`src/rtl/sr_pkg.sv`:
```
package sr_pkg;
   localparam int SR_W    = 16;
   localparam int T_POS   = 15;
   localparam int S_POS   = 13;
   localparam int M_POS   = 12;
   localparam int IPL_LO  = 8;
   localparam int IPL_HI  = 10;
   localparam logic [7:0]  HI_WMASK = 8'hB7;
   localparam logic [7:0]  LO_WMASK = 8'h1F;
   localparam logic [15:0] WMASK    = {HI_WMASK, LO_WMASK};
   localparam logic [7:0]  HI_RST   = 8'h27;

   typedef struct packed {
      logic       trace;
      logic       rsv14;
      logic       sup;
      logic       master;
      logic       rsv11;
      logic [2:0] ipl;
   } sys_byte_t;
endpackage

```
`src/rtl/sr_lvl_edge.sv`:
```
module sr_lvl_edge #(
   parameter int LVL_W    = 3,
   parameter bit NMI_EDGE = 1'b1
) (
   input  logic             clk,
   input  logic             rst_n,
   input  logic [LVL_W-1:0] irq_lvl,
   input  logic             consume,
   output logic             top_evt
);
   localparam logic [LVL_W-1:0] TOP = {LVL_W{1'b1}};

   logic [LVL_W-1:0] prev_q;
   logic             pend_q;
   logic             at_top;
   logic             rise;

   assign at_top = (irq_lvl == TOP);
   assign rise   = at_top && (prev_q != TOP);

   always_ff @(posedge clk or negedge rst_n) begin
      if (!rst_n) begin
         prev_q <= '0;
         pend_q <= 1'b0;
      end else begin
         prev_q <= irq_lvl;
         pend_q <= (pend_q | rise) & ~consume;
      end
   end

   generate
      if (NMI_EDGE) begin : g_edge
         assign top_evt = rise | pend_q;
      end else begin : g_level
         assign top_evt = at_top;
      end
   endgenerate
endmodule

```
`src/rtl/sr_mask_dec.sv`:
```
module sr_mask_dec #(
   parameter int LVL_W = 3
) (
   input  logic [LVL_W-1:0] irq_lvl,
   input  logic [LVL_W-1:0] ipl,
   input  logic             top_evt,
   input  logic             take_en,
   output logic             accept
);
   localparam logic [LVL_W-1:0] TOP = {LVL_W{1'b1}};

   logic pass;

   always_comb begin
      if (irq_lvl == TOP)
         pass = top_evt;
      else
         pass = (irq_lvl != '0) && (irq_lvl > ipl);
   end

   assign accept = take_en & pass;
endmodule

```
`src/rtl/sr_fields.sv`:
```
module sr_fields
   import sr_pkg::*;
#(
   parameter int         LVL_W   = 3,
   parameter logic [4:0] CCR_RST = 5'h00
) (
   input  logic             clk,
   input  logic             rst_n,
   input  logic             wr_en,
   input  logic [15:0]      wr_data,
   input  logic [1:0]       wr_be,
   input  logic             wr_sup,
   input  logic             rte_ld,
   input  logic [15:0]      rte_data,
   input  logic             accept,
   input  logic [LVL_W-1:0] acc_lvl,
   output logic [15:0]      sr
);
   localparam logic [15:0] RST_VAL = {HI_RST, 3'b000, CCR_RST};
   localparam int          LANES   = SR_W / 8;

   logic [15:0]      sr_q;
   logic [15:0]      nxt;
   logic [LANES-1:0] lane_wr;
   sys_byte_t        hi;

   genvar b;
   generate
      for (b = 0; b < LANES; b++) begin : g_lane
         if (b == LANES - 1) begin : g_priv
            assign lane_wr[b] = wr_en & wr_be[b] & wr_sup;
         end else begin : g_open
            assign lane_wr[b] = wr_en & wr_be[b];
         end
      end
   endgenerate

   always_comb begin
      nxt = sr_q;
      if (rte_ld) begin
         nxt = rte_data & WMASK;
      end else begin
         for (int i = 0; i < LANES; i++) begin
            if (lane_wr[i])
               nxt[i*8 +: 8] = wr_data[i*8 +: 8] & WMASK[i*8 +: 8];
         end
      end
      if (accept) begin
         hi        = sys_byte_t'(nxt[15:8]);
         hi.trace  = 1'b0;
         hi.sup    = 1'b1;
         hi.master = 1'b0;
         hi.ipl    = acc_lvl;
         nxt[15:8] = hi;
      end else begin
         hi = sys_byte_t'(nxt[15:8]);
      end
   end

   always_ff @(posedge clk or negedge rst_n) begin
      if (!rst_n) sr_q <= RST_VAL;
      else        sr_q <= nxt;
   end

   assign sr = sr_q;
endmodule

```
`src/rtl/sr_core.sv`:
```
module sr_core
   import sr_pkg::*;
#(
   parameter int         LVL_W    = 3,
   parameter bit         NMI_EDGE = 1'b1,
   parameter logic [4:0] CCR_RST  = 5'h00
) (
   input  logic             clk,
   input  logic             rst_n,
   input  logic             wr_en,
   input  logic [15:0]      wr_data,
   input  logic [1:0]       wr_be,
   input  logic             wr_sup,
   input  logic             rte_ld,
   input  logic [15:0]      rte_data,
   input  logic [LVL_W-1:0] irq_lvl,
   input  logic             take_en,
   input  logic             instr_done,
   output logic [15:0]      sr_q,
   output logic             trace_en,
   output logic             sup_mode,
   output logic             irq_ack,
   output logic [LVL_W-1:0] irq_ack_lvl,
   output logic             trace_req
);
   localparam logic [LVL_W-1:0] TOP = {LVL_W{1'b1}};

   generate
      if (LVL_W != IPL_HI - IPL_LO + 1) begin : g_bad_width
         $error("sr_core: LVL_W must match the mask field width");
      end
   endgenerate

   logic             top_evt;
   logic             accept;
   logic [15:0]      sr;
   logic             ack_q;
   logic [LVL_W-1:0] ack_lvl_q;
   logic             trq_q;

   sr_lvl_edge #(.LVL_W(LVL_W), .NMI_EDGE(NMI_EDGE)) u_edge (
      .clk     (clk),
      .rst_n   (rst_n),
      .irq_lvl (irq_lvl),
      .consume (accept && (irq_lvl == TOP)),
      .top_evt (top_evt)
   );

   sr_mask_dec #(.LVL_W(LVL_W)) u_dec (
      .irq_lvl (irq_lvl),
      .ipl     (sr[IPL_HI:IPL_LO]),
      .top_evt (top_evt),
      .take_en (take_en),
      .accept  (accept)
   );

   sr_fields #(.LVL_W(LVL_W), .CCR_RST(CCR_RST)) u_fields (
      .clk      (clk),
      .rst_n    (rst_n),
      .wr_en    (wr_en),
      .wr_data  (wr_data),
      .wr_be    (wr_be),
      .wr_sup   (wr_sup),
      .rte_ld   (rte_ld),
      .rte_data (rte_data),
      .accept   (accept),
      .acc_lvl  (irq_lvl),
      .sr       (sr)
   );

   always_ff @(posedge clk or negedge rst_n) begin
      if (!rst_n) begin
         ack_q     <= 1'b0;
         ack_lvl_q <= '0;
         trq_q     <= 1'b0;
      end else begin
         ack_q     <= accept;
         ack_lvl_q <= accept ? irq_lvl : '0;
         trq_q     <= sr[T_POS] & instr_done;
      end
   end

   assign sr_q        = sr;
   assign trace_en    = sr[T_POS];
   assign sup_mode    = sr[S_POS];
   assign irq_ack     = ack_q;
   assign irq_ack_lvl = ack_lvl_q;
   assign trace_req   = trq_q;
endmodule

```
`config.mk`:
```
export PLATFORM = sky130hd
export DESIGN_NAME = sr_core
export DESIGN_NICKNAME = d
export VERILOG_FILES = /design/src/rtl/sr_pkg.sv /design/src/rtl/sr_lvl_edge.sv /design/src/rtl/sr_mask_dec.sv /design/src/rtl/sr_fields.sv /design/src/rtl/sr_core.sv
export SDC_FILE = /design/constraint.sdc
export NUM_CORES = 1
export LEC_CHECK = 0
export BUFFER_PORTS_ARGS = -buffer_cell sky130_fd_sc_hd__buf_4
export CAP_MARGIN = 5
export CELL_PAD_IN_SITES_DETAIL_PLACEMENT = 1
export CELL_PAD_IN_SITES_GLOBAL_PLACEMENT = 1
export CORE_AREA = 2 2 63 65
export DETAILED_ROUTE_END_ITERATION = 8
export DIE_AREA = 0 0 65 67
export GPL_ROUTABILITY_DRIVEN = 0
export GPL_TIMING_DRIVEN = 1
export PLACE_DENSITY_LB_ADDON = 0.3
export SKIP_CTS_REPAIR_TIMING = 1
export SLEW_MARGIN = 30
export SYNTH_ARGS = -nofsm -noshare
export SYNTH_HDL_FRONTEND = slang
export SYNTH_HIERARCHICAL = 1
export SYNTH_SLANG_ARGS = --single-unit
```
`constraint.sdc`:
```
create_clock -name clk -period 2.95 [get_ports clk]
set_input_delay 0.295 -clock clk [delete_from_list [all_inputs] [get_ports clk]]
set_output_delay 0.295 -clock clk [all_outputs]
set_load 0.01 [all_outputs]
```
# Yosys cells after proc, flatten, opt, wreduce, memory -nomap -nowiden
# Index checks and enable logic that the tools add are counted.
dict set report classes {
  bitwise 8
  mux 6
  reduce_logical 6
  order_cmp 1
  n_eq_ne 2
}
# op n
set ops {}
lappend ops {{two-way mux 8 bit} 3}
lappend ops {{two-way mux 16 bit} 1}
lappend ops {{AND 1 bit} 6}
lappend ops {{nonzero test 3 bit} 2}
lappend ops {{equality test 3 bit, second input constant} 1}
lappend ops {{greater-than comparator 3 bit} 1}
lappend ops {{logical AND 1 bit} 3}
lappend ops {{two-way mux 3 bit} 1}
lappend ops {{inequality test 3 bit, second input constant} 1}
lappend ops {{nonzero test 2 bit} 1}
lappend ops {{two-way mux 1 bit} 1}
lappend ops {{inverter 1 bit} 1}
lappend ops {{bitwise OR 1 bit} 1}
dict set report word_totals {
  input_bits 44
  word_cells 31
  out_inout_bits 23
  ff_bits 25
}

# Longest topological paths before layout
# Gate-level depths: netlist of run 1.
dict set report depth {
  depth_word 8
  ltp_mapped 10
  depth_no_buf 9
}

# Modules after synthesis
# The synthesis of run 1 kept the hierarchy.
# mod instances seq_area_each_um2 area_each_um2 cells_per_inst
set by_module_without_submodules {}
lappend by_module_without_submodules {sr_fields 1 280.3 624.3 56}
lappend by_module_without_submodules {sr_core 1 125.1 177.7 12}
lappend by_module_without_submodules {sr_lvl_edge 1 100.1 137.6 9}
lappend by_module_without_submodules {sr_mask_dec 1 0.0 108.9 17}

# Least setup slack after synthesis of run 1
# OpenSTA, ideal clock, no wires.
dict set report synth_path {
  path_kind {reg-to-reg}
  from {reg u_fields.sr_q[10] (netlist: u_fields/sr[10])}
  to {reg u_fields.sr_q[10] (netlist: u_fields/sr[10])}
  arrival_ns 2.281
  required_ns 2.866
  setup_ns 0.084
  n_path_buf 1
  stages_incl_launch_ff 11
  period_less_slack_ns 2.365
  path_slack_ns 0.585
  path_cell_list {dfstp_2 > inv_1 > ha_1 > nor2_1 > a31oi_1 > a32oi_1 > nor3_1 > buf_6 > nor2b_4 > a22o_2 > a221o_2}
}
dict set report synth_via {
  elab_chain_len 5
  elab_cells_between_ends 6
  cone_classes {order compare: 1; mux: 2; bitwise: 1; reduce/logical: 2}
}
# element line
set synth_lines {}
lappend synth_lines {{start, declared} sr_fields.sv:22} ;# logic [15:0] sr_q;
lappend synth_lines {{start signal, assigned} sr_fields.sv:62} ;# else sr_q <= nxt;
lappend synth_lines {{greater-than comparator 3 bit *} sr_mask_dec.sv:18} ;# pass = (irq_lvl != '0) && (irq_lvl > ipl);
lappend synth_lines {{logical AND 1 bit *} sr_mask_dec.sv:18}
lappend synth_lines {{two-way mux 1 bit *} sr_mask_dec.sv:15} ;# if (irq_lvl == TOP)
lappend synth_lines {{AND 1 bit *} sr_mask_dec.sv:21} ;# assign accept = take_en & pass;
lappend synth_lines {{via accept} sr_core.sv:35} ;# logic accept;
lappend synth_lines {{nonzero test 3 bit (no source line) / two-way mux 8 bit (equally long branches)} -}
# The timed path passes the listed nets; every way through them passes the cells marked *.
# A chain may end at the register's enable or synchronous reset.

# Worst setup path in the final report of run 1
dict set report layout_path {
  from {reg u_fields.sr_q[10] (netlist: u_fields/sr[10])}
  to {reg u_fields.sr_q[15] (netlist: u_fields/sr[15])}
}
# The elaborated chain is that of the path after synthesis.

==> impl_metrics.csv, run 1 <==
group,metric,value,unit
power,power.leakage,0.763,nW
logic_synthesis,synthAdderAreaFrac,3.58,%
job,max-cap-violations,0,
die,die-area,4360,sq um
logic_synthesis,yosys-top-cells-area,"dfrtp_1 38%, dfstp_2 10%, mux2i_1 6.7%",
route,route.final.wire_length,2670,microns
global_routing,grt_pass1_vias,994,
sta,rsz0062_at_grt,"no",
sta,fin_setup_tns,0,ns
route,drtPass1Iterations,4,
logic_synthesis,async_reset_ff_share,100,%
logic_synthesis,synthCells,94,
global_routing,antenna_found_initial,0,
power,total_power,0.860,mW
sta,slew_viol_final,0,
route,ant_nets,0,
clock_network,clock_tree.root_cell,"clkbuf_8",
logic_synthesis,synth_top_family_by_area,"compound AO/OA/AOI/OAI gates",
layout,post-route-util,42.2,%
placed_design,portBuffers,51,
sta,clock_skew,0.00326,ns
die,initial_core_util,29.1,%
die,die_w,65,microns
worst_hold_path,hp-class,"primary input to flip-flop",
sta,post-route-min-period,2.40,ns
clock_network,htree_num_levels,1,
global_routing,grt_max_degree,21,
logic_synthesis,netlist.top_cell.by_area,"dfrtp_1",
critical_path,critPathLaunchType,"flip-flop",
critical_path,cp.arrival,2.54,ns
outcome,status,"finished, final reports clean",
logic_synthesis,synthesis.area,1050,sq um
placed_design,hpwl,2040,microns
sta,hold_ws,0.225,ns
clock_network,cts_buffers,3,
power,peakVddDrop,262,uV
sta,hold_viol_final,0,
logic_synthesis,avgSynthCellArea,11.2,sq um
logic_synthesis,yosys.area_share.simple,12.8,%
clock_network,clkLatencyLatePin,0.25,ns
power,power_density,565,nW/um^2
global_routing,grt_overflow,0,
critical_path,rrSetupSlack,0.55,ns
logic_synthesis,yosysSeqAreaShare,48.2,%
global_routing,grt_usage,13.8,%
layout,syn2layout_area_growth,45.1,%
sta,max_freq,417,MHz
sta,maxSlewHeadroom,66.3,%
clock_network,cts.reportedPaths.clkPinSlew,0.07,ns
die,die_y,67,microns
clock_network,clock_path_buffers,2,
clock_network,cts_sinks,20,
layout,nets,193,
critical_path,crit_required,3.10,ns
clock_network,cts_tree,"yes",
route,drt_iter0_drc,31,
logic_synthesis,ys_seq_elements,20,
die,ios,67,
sta,fin_crit_sh,81.2,%
logic_synthesis,synthMuxAreaShare,6.68,%
critical_path,cp_max_fo,13,
logic_synthesis,synth_cell_types,32,
logic_synthesis,synth-compound-area-share,19.1,%
route,routedWlPerCell,13.8,microns
logic_synthesis,synth_xor_area_share,0,%
critical_path,endpoint_kind,"flip-flop",
route,routed_via_density,4.52,
route,drcViolationCount,0,
logic_synthesis,synth_enable_flop_cells,0,
die,coreArea,3610,sq um
route,vias,873,
logic_synthesis,synth-main-ff-cell,"dfrtp_1",
global_routing,grt_pass1_wl,4510,microns
layout,drive_gt1_share,49.7,%
logic_synthesis,synth_top_area_share,38.2,%
logic_synthesis,yosysWarnings,6,
sta,setup_viol,0,
layout,n_antenna_cell,0,
die,row_count,22,
critical_path,critPathKind,"flip-flop to flip-flop",
sta,tightestPinTransition,0.506,ns
==> power breakdown <==
group	internal (mW)	switching [mW]
registers	0.321	0.0235
clock network	0.181	0.0867
logic	0.133	0.115
==> critical path, stage by stage (launching register included) <==
cell	delay, ns
dfstp_2	0.55
inv_1	0.04
ha_1	0.29
nor2_1	0.09
a31oi_1	0.06
a32oi_1	0.24
nor3_2	0.08
buf_4	0.19
a311oi_4	0.50
nand2_1	0.14
o31ai_1	0.10
==> flip-flops by register name (all words and copies together) (netlist names) <==
signal	count
trace_req	1
irq_ack_lvl	3
irq_ack	1
u_fields/sr	11
u_edge/pend_q	1
u_edge/prev_q	3
==> kinds of logic after synthesis <==
kind of cell / Yosys count
simple gates: 24
flops: 20
mux: 7
buf+inv: 15
other cells: 1
fa+ha+maj: 3
compound gates: 24
==> path summary, 6_finish.rpt <==
kind	cells after the start	from	end
setup / recovery	10	u_fields/sr[10]	u_fields/sr[15]
hold / removal	1	irq_lvl[1]	u_edge/prev_q[1]
max in group asynchronous	2	rst_n	u_fields/sr[13]
setup reg to reg	10	u_fields/sr[10]	u_fields/sr[15]
min in group asynchronous	2	rst_n	u_fields/sr[2]
hold reg to reg	2	u_fields/sr[12]	u_fields/sr[12]
==> cell usage in the layout, fill, tap and decap left out, types with 3 or more instances in the layout <==
cell type	netlist	final
ha_1	3	3
inv_1	5	5
conb_1	1	5
dfrtp_1	16	16
nand3_1	3	3
a221o_2	3	3
nand2_1	9	9
a22o_2	3	3
o21ai_0	6	6
clkbuf_8	0	3
dfstp_2	4	4
and2_2	3	3
buf_4	7	52
mux2i_1	7	7
==> cells in the mapped netlist (3+ instances only) <==
master and number:
dfrtp_1 16, nand2_1 9, buf_4 7, mux2i_1 7, o21ai_0 6, inv_1 5
dfstp_2 4, a221o_2 3, a22o_2 3, and2_2 3, ha_1 3, nand3_1 3
==> cell type report <==
cell class,instances,area (sq um)
fill,423,2080
inverter,5,18.8
tap,48,60.1
sequential,20,505
multi-input combinational,63,465
timing repair buffer,53,400
clock inverter,1,30.0
clock buffer,3,41.3
==> stage by stage <==
step,std cells,setup slack (ns),cell area (sq um)
global route,193,0.376,1520
finish,193,0.553,1520
detailed placement,188,0.594,1440
CTS,192,0.572,1510
global placement,188,0.660,1440
floorplan,98,0.585,1060
==> per-layer routing <==
| layer | share of wire, % | routed length, microns | vias up | GRT usage, % |
|---|---|---|---|---|
| li1 | - | - | 427 | - |
| met1 | 41 | 1090 | 420 | 15.6 |
| met2 | 53 | 1430 | 24 | 25.3 |
| met3 | 4.4 | 117 | 2 | 1.52 |
| met4 | 1.5 | 40 | 0 | 7.18 |
| met5 | 0 | 0 | - | 0 |
(Power assumes the default switching activity.)
==> inputs of run 2 (changes only) <==
Clock period 2.95 ns to 2.33 ns, I/O delays scaled along.
==> impl_metrics.csv, run 2 (synthesized netlist as in run 1, its figures left out) <==
group,metric,value,unit
global_routing,grt_usage,13.3,%
layout,syn2layout_area_growth,56.9,%
critical_path,critPathLaunchType,"flip-flop",
power,power.leakage,0.810,nW
critical_path,slowest_delay,0.53,ns
worst_hold_path,worstHoldStart,"irq_lvl[0]",
clock_network,clock_path_buffers,2,
sta,rsz0062_at_grt,"yes",
clock_network,cts_sinks,20,
worst_hold_path,hold_depth,1,
route,routed_via_density,4.57,
clock_network,cts.reportedPaths.clkPinSlew,0.07,ns
worst_hold_path,hp-class,"primary input to flip-flop",
sta,hold_ws,0.170,ns
critical_path,r2r-end,"u_fields/sr[9]",
die,initial_core_util,29.1,%
critical_path,cpMostUsedCell,"inv_1",
layout,multi_input_area,524,sq um
critical_path,cp_top_family,"compound AO/OA/AOI/OAI gates",
clock_network,clock_tree.root_cell,"clkbuf_8",
route,ant_nets,0,
clock_network,clkLatencyLatePin,0.25,ns
die,die_y,67,microns
route,vias,919,
critical_path,cpMaxStageDelayCell,"dfstp_2",
global_routing,antenna_found_initial,0,
die,die-area,4360,sq um
layout,post-route-util,45.6,%
outcome,status,"finished, final reports clean",
critical_path,cp.arrival,2.49,ns
global_routing,grt_max_degree,21,
sta,setup_viol,0,
layout,mostFrequentLayoutCells,"58 x buf_4, 16 x dfrtp_1, 9 x nand2_1, 7 x mux2i_1, 6 x o21ai_0",
placed_design,pre_cts_ws,0.00349,ns
sta,slew_viol_final,0,
global_routing,grt_overflow,0,
critical_path,crit_required,2.51,ns
sta,hold_viol_final,0,
die,die_w,65,microns
critical_path,path_cells,"inv_1 > ha_4 > inv_1 > o21ai_2 > a31oi_1 > nor3_2 > clkbuf_16 > nor2b_4 > a22o_2 > a221o_2",
layout,final_common_cell,"buf_4",
layout,seqCellArea,505,sq um
critical_path,rrSetupSlack,0.02,ns
global_routing,grt_pass1_wl,4310,microns
route,drt_iter0_drc,16,
placed_design,portBuffers,51,
clock_network,cts_tree,"yes",
layout,n_antenna_cell,0,
sta,fin_ws,0.0241,ns
clock_network,htree_num_levels,1,
sta,fin_crit_sh,99.0,%
critical_path,reg2reg_depth,10,
critical_path,regToRegStartpoint,"u_fields/sr[9]",
critical_path,cp_max_fo,6,
critical_path,endpoint_kind,"flip-flop",
sta,max_freq,434,MHz
critical_path,critPathKind,"flip-flop to flip-flop",
route,drtPass1Iterations,3,
power,power_density,674,nW/um^2
worst_hold_path,hold_end,"u_edge/prev_q[0]",
layout,fillers,405,
placed_design,hpwl,2070,microns
route,route.final.wire_length,2780,microns
clock_network,cts_buffers,3,
sta,post-route-min-period,2.31,ns
die,row_count,22,
power,peakVddDrop,205,uV
layout,drive_gt1_share,56.9,%
sta,clock_skew,0.00272,ns
global_routing,grt_pass1_vias,928,
layout,largest_reg_flops,11,
route,routedWlPerCell,13.8,microns
layout,nets,201,
route,drcViolationCount,0,
critical_path,crit_buf_inv,3,
job,max-cap-violations,0,
die,coreArea,3610,sq um
die,ios,67,
[run 2: final cells by class]
cell class | instances | share of cell area (%)
Multi-Input combinational cell | 63 | 31.9
Sequential cell | 20 | 30.7
Timing Repair Buffer | 61 | 29.3
Tap cell | 48 | 3.65
Clock buffer | 4 | 3.35
Inverter | 5 | 1.14
[run 2: power breakdown]
| group | internal (mW) | switching, mW |
|---|---|---|
| combinational | 0.235 | 0.180 |
| clock | 0.150 | 0.110 |
| sequential | 0.406 | 0.0279 |
[run 2: worst max path at each step]
stage                    start               to  slack (ns)  cells past startpoint
3_3_place_gp   u_fields/sr[10]   u_fields/sr[9]        0.05                     10
4_1_cts        u_fields/sr[10]   u_fields/sr[8]      -0.008                     10
5_1_grt         u_fields/sr[9]   u_fields/sr[9]       -0.07                     10
2_1_floorplan  u_fields/sr[10]  u_fields/sr[10]        0.07                     10
6_report        u_fields/sr[9]   u_fields/sr[9]        0.02                     10
3_5_place_dp   u_fields/sr[10]   u_fields/sr[8]       0.003                     10
[run 2: layer usage]
metal  GRT usage (%)  routed length (microns)
met2            23.1                     1430
met1            15.9                     1150
met4            7.18                       69
met5               0                        0
met3            1.69                      135
[run 2: stage by stage]
stage | cell area [sq um] | total power, mW | std cells | setup TNS, ns
2_1_floorplan | 1070 | 0.612 | 98 | 0
3_3_place_gp | 1480 | 0.767 | 191 | 0
3_5_place_dp | 1480 | 0.783 | 191 | 0
4_1_cts | 1530 | 1.04 | 195 | -0.0162
5_1_grt | 1650 | 1.18 | 201 | -0.225
6_report | 1650 | 1.11 | 201 | 0
